$ cat config.mk
export PLATFORM = sky130hd
export DESIGN_NAME = por_cfg_seq
export DESIGN_NICKNAME = d
export VERILOG_FILES = /design/src/rtl/por_seq_pkg.sv /design/src/rtl/por_width_qual.sv /design/src/rtl/por_phase_timer.sv /design/src/rtl/por_cfg_capture.sv /design/src/rtl/por_cfg_seq.sv
export SDC_FILE = /design/constraint.sdc
export NUM_CORES = 1
export LEC_CHECK = 0
export ABC_CLOCK_PERIOD_IN_PS = 5200
export BUFFER_PORTS_ARGS = -buffer_cell sky130_fd_sc_hd__buf_2
export CAP_MARGIN = 10
export CORE_MARGIN = 2
export CORE_UTILIZATION = 47
export CTS_CLUSTER_SIZE = 12
export DETAILED_ROUTE_END_ITERATION = 8
export PLACE_DENSITY = 0.75
export SETUP_SLACK_MARGIN = 0.4
export SLEW_MARGIN = 20
export SYNTH_ARGS = -nofsm -noshare
export SYNTH_HDL_FRONTEND = slang
export SYNTH_SLANG_ARGS = --single-unit
export TNS_END_PERCENT = 100
$ cat constraint.sdc
create_clock -name clk -period 5.2 [get_ports clk]
set_input_delay 1.04 -clock clk [delete_from_list [all_inputs] [get_ports clk]]
set_output_delay 1.04 -clock clk [all_outputs]
set_load 0.05 [all_outputs]
$ cat src/rtl/por_seq_pkg.sv
package por_seq_pkg;

    typedef enum logic [2:0] {
        S_IDLE = 3'd0,
        S_CFG  = 3'd1,
        S_PLL  = 3'd2,
        S_DLL  = 3'd3,
        S_HREL = 3'd4,
        S_SREL = 3'd5,
        S_DONE = 3'd6
    } seq_st_t;

    function automatic int unsigned max_u(input int unsigned a, input int unsigned b);
        return (a > b) ? a : b;
    endfunction

endpackage

$ cat src/rtl/por_width_qual.sv
module por_width_qual #(
    parameter int unsigned MIN_LOW = 16
) (
    input  logic clk,
    input  logic por_n,
    output logic rel_ok
);
    localparam int unsigned LW = $clog2(MIN_LOW + 1);

    logic [LW-1:0] low_cnt;

    always_ff @(posedge clk) begin
        if (!por_n) begin
            if (low_cnt != LW'(MIN_LOW))
                low_cnt <= low_cnt + 1'b1;
        end else begin
            low_cnt <= '0;
        end
    end

    assign rel_ok = por_n && (low_cnt == LW'(MIN_LOW));


    rel_after_low_chk: assert property (@(posedge clk) disable iff (!por_n)
        rel_ok |-> $past(!por_n));

endmodule

$ cat src/rtl/por_phase_timer.sv
module por_phase_timer #(
    parameter int unsigned TW = 12
) (
    input  logic          clk,
    input  logic          load,
    input  logic [TW-1:0] load_val,
    output logic          zero
);
    logic [TW-1:0] cnt;

    always_ff @(posedge clk) begin
        if (load)
            cnt <= load_val;
        else if (cnt != '0)
            cnt <= cnt - 1'b1;
    end

    assign zero = (cnt == '0);

endmodule

$ cat src/rtl/por_cfg_capture.sv
module por_cfg_capture #(
    parameter int unsigned MODCK_W = 3
) (
    input  logic               clk,
    input  logic               por_n,
    input  logic               rel_ok,
    input  logic               cfg_en_n,
    input  logic               cfg_sel,
    input  logic               cfg_end,
    input  logic [MODCK_W-1:0] modck_pins,
    input  logic               cw_modck_hi,
    input  logic               cw_dll_dis,
    output logic               hw_cfg_en,
    output logic               cfg_master,
    output logic [MODCK_W:0]   modck_lat,
    output logic               dll_bypass
);
    always_ff @(posedge clk) begin
        if (!por_n) begin
            hw_cfg_en  <= 1'b0;
            cfg_master <= 1'b0;
            modck_lat  <= '0;
            dll_bypass <= 1'b0;
        end else begin
            if (rel_ok) begin
                hw_cfg_en  <= ~cfg_en_n;
                cfg_master <= ~cfg_en_n & ~cfg_sel;
            end
            if (cfg_end) begin
                modck_lat  <= {cw_modck_hi, modck_pins};
                dll_bypass <= cw_dll_dis;
            end
        end
    end


    hw_en_hold_chk: assert property (@(posedge clk) disable iff (!por_n)
        !rel_ok |=> $stable(hw_cfg_en));


    master_needs_en_chk: assert property (@(posedge clk) disable iff (!por_n)
        cfg_master |-> hw_cfg_en);

endmodule

$ cat src/rtl/por_cfg_seq.sv
module por_cfg_seq
    import por_seq_pkg::*;
#(
    parameter int unsigned MIN_LOW  = 16,
    parameter int unsigned CFG_LEN  = 1024,
    parameter int unsigned PLL_LEN  = 800,
    parameter int unsigned DLL_LEN  = 3073,
    parameter int unsigned HREL_LEN = 512,
    parameter int unsigned SGAP_LEN = 3,
    parameter int unsigned MODCK_W  = 3
) (
    input  logic               clk,
    input  logic               por_n,
    input  logic               cfg_en_n,
    input  logic               cfg_sel,
    input  logic [MODCK_W-1:0] modck_pins,
    input  logic               cw_modck_hi,
    input  logic               cw_dll_dis,
    output logic               hreset_n,
    output logic               sreset_n,
    output logic               pll_locked,
    output logic               dll_locked,
    output logic               done,
    output logic               hw_cfg_en,
    output logic               cfg_master,
    output logic [MODCK_W:0]   modck_lat
);
    localparam int unsigned MAX_LEN =
        max_u(max_u(max_u(CFG_LEN, PLL_LEN), max_u(DLL_LEN, HREL_LEN)), SGAP_LEN);
    localparam int unsigned TW = $clog2(MAX_LEN + 1);

    seq_st_t       st_q, st_d;
    logic          rel_ok;
    logic          tmr_load;
    logic          tmr_zero;
    logic [TW-1:0] tmr_val;
    logic          cfg_end;
    logic          dll_bypass;

    por_width_qual #(.MIN_LOW(MIN_LOW)) u_qual (
        .clk    (clk),
        .por_n  (por_n),
        .rel_ok (rel_ok)
    );

    por_phase_timer #(.TW(TW)) u_tmr (
        .clk      (clk),
        .load     (tmr_load),
        .load_val (tmr_val),
        .zero     (tmr_zero)
    );

    por_cfg_capture #(.MODCK_W(MODCK_W)) u_cap (
        .clk         (clk),
        .por_n       (por_n),
        .rel_ok      (rel_ok),
        .cfg_en_n    (cfg_en_n),
        .cfg_sel     (cfg_sel),
        .cfg_end     (cfg_end),
        .modck_pins  (modck_pins),
        .cw_modck_hi (cw_modck_hi),
        .cw_dll_dis  (cw_dll_dis),
        .hw_cfg_en   (hw_cfg_en),
        .cfg_master  (cfg_master),
        .modck_lat   (modck_lat),
        .dll_bypass  (dll_bypass)
    );

    // State register
    always_ff @(posedge clk) begin
        if (!por_n)
            st_q <= S_IDLE;
        else
            st_q <= st_d;
    end

    // Next state
    always_comb begin
        st_d = st_q;
        unique case (st_q)
            S_IDLE: if (rel_ok)   st_d = S_CFG;
            S_CFG:  if (tmr_zero) st_d = S_PLL;
            S_PLL:  if (tmr_zero) st_d = dll_bypass ? S_HREL : S_DLL;
            S_DLL:  if (tmr_zero) st_d = S_HREL;
            S_HREL: if (tmr_zero) st_d = S_SREL;
            S_SREL: if (tmr_zero) st_d = S_DONE;
            S_DONE: st_d = S_DONE;
            default: st_d = S_IDLE;
        endcase
    end

    assign cfg_end  = (st_q == S_CFG) && tmr_zero;
    assign tmr_load = por_n && (st_d != st_q);

    // Phase length for the state being entered
    always_comb begin
        unique case (st_d)
            S_CFG:   tmr_val = TW'(CFG_LEN - 1);
            S_PLL:   tmr_val = TW'(PLL_LEN - 1);
            S_DLL:   tmr_val = TW'(DLL_LEN - 1);
            S_HREL:  tmr_val = TW'(HREL_LEN - 1);
            S_SREL:  tmr_val = TW'(SGAP_LEN - 1);
            default: tmr_val = '0;
        endcase
    end

    // Outputs
    always_comb begin
        hreset_n   = 1'b0;
        sreset_n   = 1'b0;
        pll_locked = 1'b0;
        dll_locked = 1'b0;
        done       = 1'b0;
        unique case (st_q)
            S_IDLE, S_CFG, S_PLL: ;
            S_DLL: pll_locked = 1'b1;
            S_HREL: begin
                pll_locked = 1'b1;
                dll_locked = !dll_bypass;
            end
            S_SREL: begin
                pll_locked = 1'b1;
                dll_locked = !dll_bypass;
                hreset_n   = 1'b1;
            end
            S_DONE: begin
                pll_locked = 1'b1;
                dll_locked = !dll_bypass;
                hreset_n   = 1'b1;
                sreset_n   = 1'b1;
                done       = 1'b1;
            end
            default: ;
        endcase
    end


    abort_idle_chk: assert property (@(posedge clk)
        !por_n |=> (st_q == S_IDLE));


    phase_hold_chk: assert property (@(posedge clk) disable iff (!por_n)
        (st_q != S_IDLE && st_q != S_DONE && !tmr_zero) |=> (st_q == $past(st_q)));


    pll_rise_chk: assert property (@(posedge clk) disable iff (!por_n)
        $rose(pll_locked) |-> ($past(st_q) == S_PLL));


    bypass_no_dll_chk: assert property (@(posedge clk) disable iff (!por_n)
        dll_bypass |-> !dll_locked);


    srst_order_chk: assert property (@(posedge clk) disable iff (!por_n)
        sreset_n |-> hreset_n);

endmodule

==> impl_metrics.csv <==
group,metric,value,unit
clocking,cts_htree_levels,1,
timing,finalSetupViolations,0,
yosys,synth_top_area_frac,0.225,
critical_path,critPathCaptureType,"flip-flop",
timing,timing.final.ws_setup,2.28,ns
drt,wl_per_cell,12.7,um
yosys,ys_types,40,
timing,setup_tns,0,ns
place,routabilityCongestion,0.738,
pwr,ir_worst_vdd,0.122,mV
finish,area_growth,6.72,%
critical_path,worst_ep_required_time,5.18,ns
floorplan,row_count,21,
place,place_inst,219,
yosys,syn_avg_cell_area,9.77,sq um
place,dpl_cell_area,0.00168,sq mm
critical_path,path_class,"reg2reg",
critical_path,r2r-end,"u_tmr.cnt[2]",
floorplan,die_width,62.4,um
yosys,ys_ff_latch,27,
finish,stdcell_area,0.00171,sq mm
timing,min_period,2.92,ns
yosys,synth_area_leaders,"edfxtp_1 (22%), dfxtp_1 (19%), mux2i_1 (13%)",
critical_path,r2r_slack,2.28,ns
pwr,leakage,0.752,nW
pwr,powerDensity,306,mW/mm^2
clocking,root_buffer,"clkbuf_4",
clocking,ctsHoldBuffers,0,
critical_path,endpoint,"u_tmr.cnt[2]",
yosys,synthTopCellsByCount,"mux2i_1 (21), nor2_1 (20), dfxtp_1 (15)",
timing,worst_pin_slew,0.724,ns
place,port_buffers,19,
place,dp_hpwl,2130,um
drt,via_count,1184,
global_route,grt_pass1_vias,1148,
status,status,"finished, violations left",
clocking,cts_buffers,3,
floorplan,die_h,62.4,um
critical_path,r2r_cells,5,
yosys,synth_most_common_cell,"mux2i_1",
yosys,synth-edff-count,12,
clocking,postCtsSetupBuffers,0,
clocking,clk_latency,0.32,ns
yosys,postSynthCellCount,164,
clocking,post_cts_resized,0,
clocking,cts.sinks,27,
timing,skew,0.00113,ns
finish,num_antenna_cells,0,
yosys,syn_area,0.00160,sq mm
global_route,grt-ovfl-total,0,
global_route,grt_use_total,0.156,
critical_path,cp_max_fo,16,
floorplan,start_util,0.484,
drt,antenna_left,0,
critical_path,arrival,2.90,ns
status,violations,"DRC",
drt,via_per_inst,5.31,
yosys,synthArstFlopShare,0,
pwr,p_total,523,uW
timing,fmax,342,MHz
timing,finalHoldWorstSlack,0.518,ns
floorplan,io_pins,20,
finish,layout-drive-gt1-share,0.153,
place,post-place-ws,2.28,ns
floorplan,dieArea,0.00389,sq mm
global_route,antenna_found_initial,0,
critical_path,regToRegStartpoint,"u_tmr.cnt[7]",
global_route,grt_max_degree,19,
critical_path,startpoint,"u_tmr.cnt[7]",
yosys,synth_nets,177,
timing,slew_viol_final,0,
drt,drt_pass1_iterations,6,
clocking,clkTransAtPathRegs,0.14,ns
yosys,ys_seq_area_frac,0.413,
timing,hold_violations,0,
clocking,clock_path_buffers,2,
finish,utilization,0.516,
drt,drc_errors,1,
clocking,cts_tree,"built",
timing,rsz0062_at_grt,"false",
yosys,yosys.area.top_type,"edfxtp_1",
worst_hold_path,min_path_type,"reg2reg",
yosys,synth_flop_cell,"dfxtp_1",
floorplan,core,0.00331,sq mm
drt,drtIter0Drc,79,
global_route,grt_pass1_wl,4970,um
yosys,ys_warn_count,0,
timing,post-route-period-util,0.562,
finish,fin_nets,191,
flow_run,drv_cap,0,
drt,wl,2840,um
finish,stdcell_count,223,
timing,slew_headroom,0.517,
critical_path,critPathLaunchType,"flip-flop",
==> metal layers <==
metal | track usage | wire length, um | part of all wire | up-vias
met4 | 0.0583 | 78 | 0.028 | 0
met2 | 0.266 | 1380 | 0.49 | 41
met1 | 0.200 | 1270 | 0.45 | 536
li1 | - | - | - | 599
met5 | 0 | 0 | 0 | -
met3 | 0.0252 | 114 | 0.040 | 8
==> cells by family after synthesis <==
family | Yosys count | synth area share
and+or+nand+nor | 57 | 0.184
muxes | 21 | 0.131
buffers and inverters | 19 | 0.0680
adders and majority gates | 4 | 0.0313
xor gates and xnor gates | 16 | 0.0875
DFF | 27 | 0.413
AOI/OAI and AO/OA | 20 | 0.0859
==> placed cells by master, fill, tap and decap left out, types with 2 or more instances in the layout <==
cell / n
nor2_1: 20
clkbuf_4: 3
edfxtp_1: 12
and3b_1: 2
and2_1: 2
a21oi_1: 3
dfxtp_1: 15
xnor2_1: 9
nor2b_1: 2
ha_1: 4
mux2i_1: 21
o21ai_0: 3
a31oi_1: 2
nor3_1: 5
o211ai_1: 3
nand2_1: 12
nand3_1: 6
buf_2: 19
xor2_1: 7
inv_1: 7
a211oi_1: 2
==> worst min path at each step <==
stage	start	cells after the start	endpoint	slack (ns)
after floorplan	u_qual.low_cnt[4]	2	u_qual.low_cnt[4]	0.47
after global placement	u_cap.modck_lat[3]	2	u_cap.modck_lat[3]	0.48
after detailed placement	u_cap.modck_lat[0]	2	u_cap.modck_lat[0]	0.49
after CTS	u_cap.modck_lat[0]	2	u_cap.modck_lat[0]	0.52
after global routing	u_cap.modck_lat[0]	2	u_cap.modck_lat[0]	0.54
final	u_cap.modck_lat[0]	2	u_cap.modck_lat[0]	0.52
==> critical path, cell delays in order (launching register included) <==
cell      delay (ns)
edfxtp_1        0.48
nor4_4          0.35
and4_1          0.60
o21ai_0         0.17
a31o_1          0.45
nand2_1         0.51
==> registers in the layout, indices dropped and copies added, names as in the netlist <==
name              cells
u_cap.cfg_master      1
u_qual.low_cnt        5
st_q                  3
u_cap.modck_lat       4
u_cap.hw_cfg_en       1
u_tmr.cnt            12
u_cap.dll_bypass      1
==> area by class of cell <==
type,count,area [sq um]
fill,309,1600
multi-input combinational,118,832
sequential,27,661
timing repair buffer,20,103
tap,46,57.6
inverter,8,30.0
clock buffer,4,26.3
==> power breakdown <==
group          internal [mW]  switching (mW)
Sequential             0.278          0.0461
Combinational         0.0580          0.0507
Clock                 0.0300          0.0602
Power figures use the tool's default switching activity.
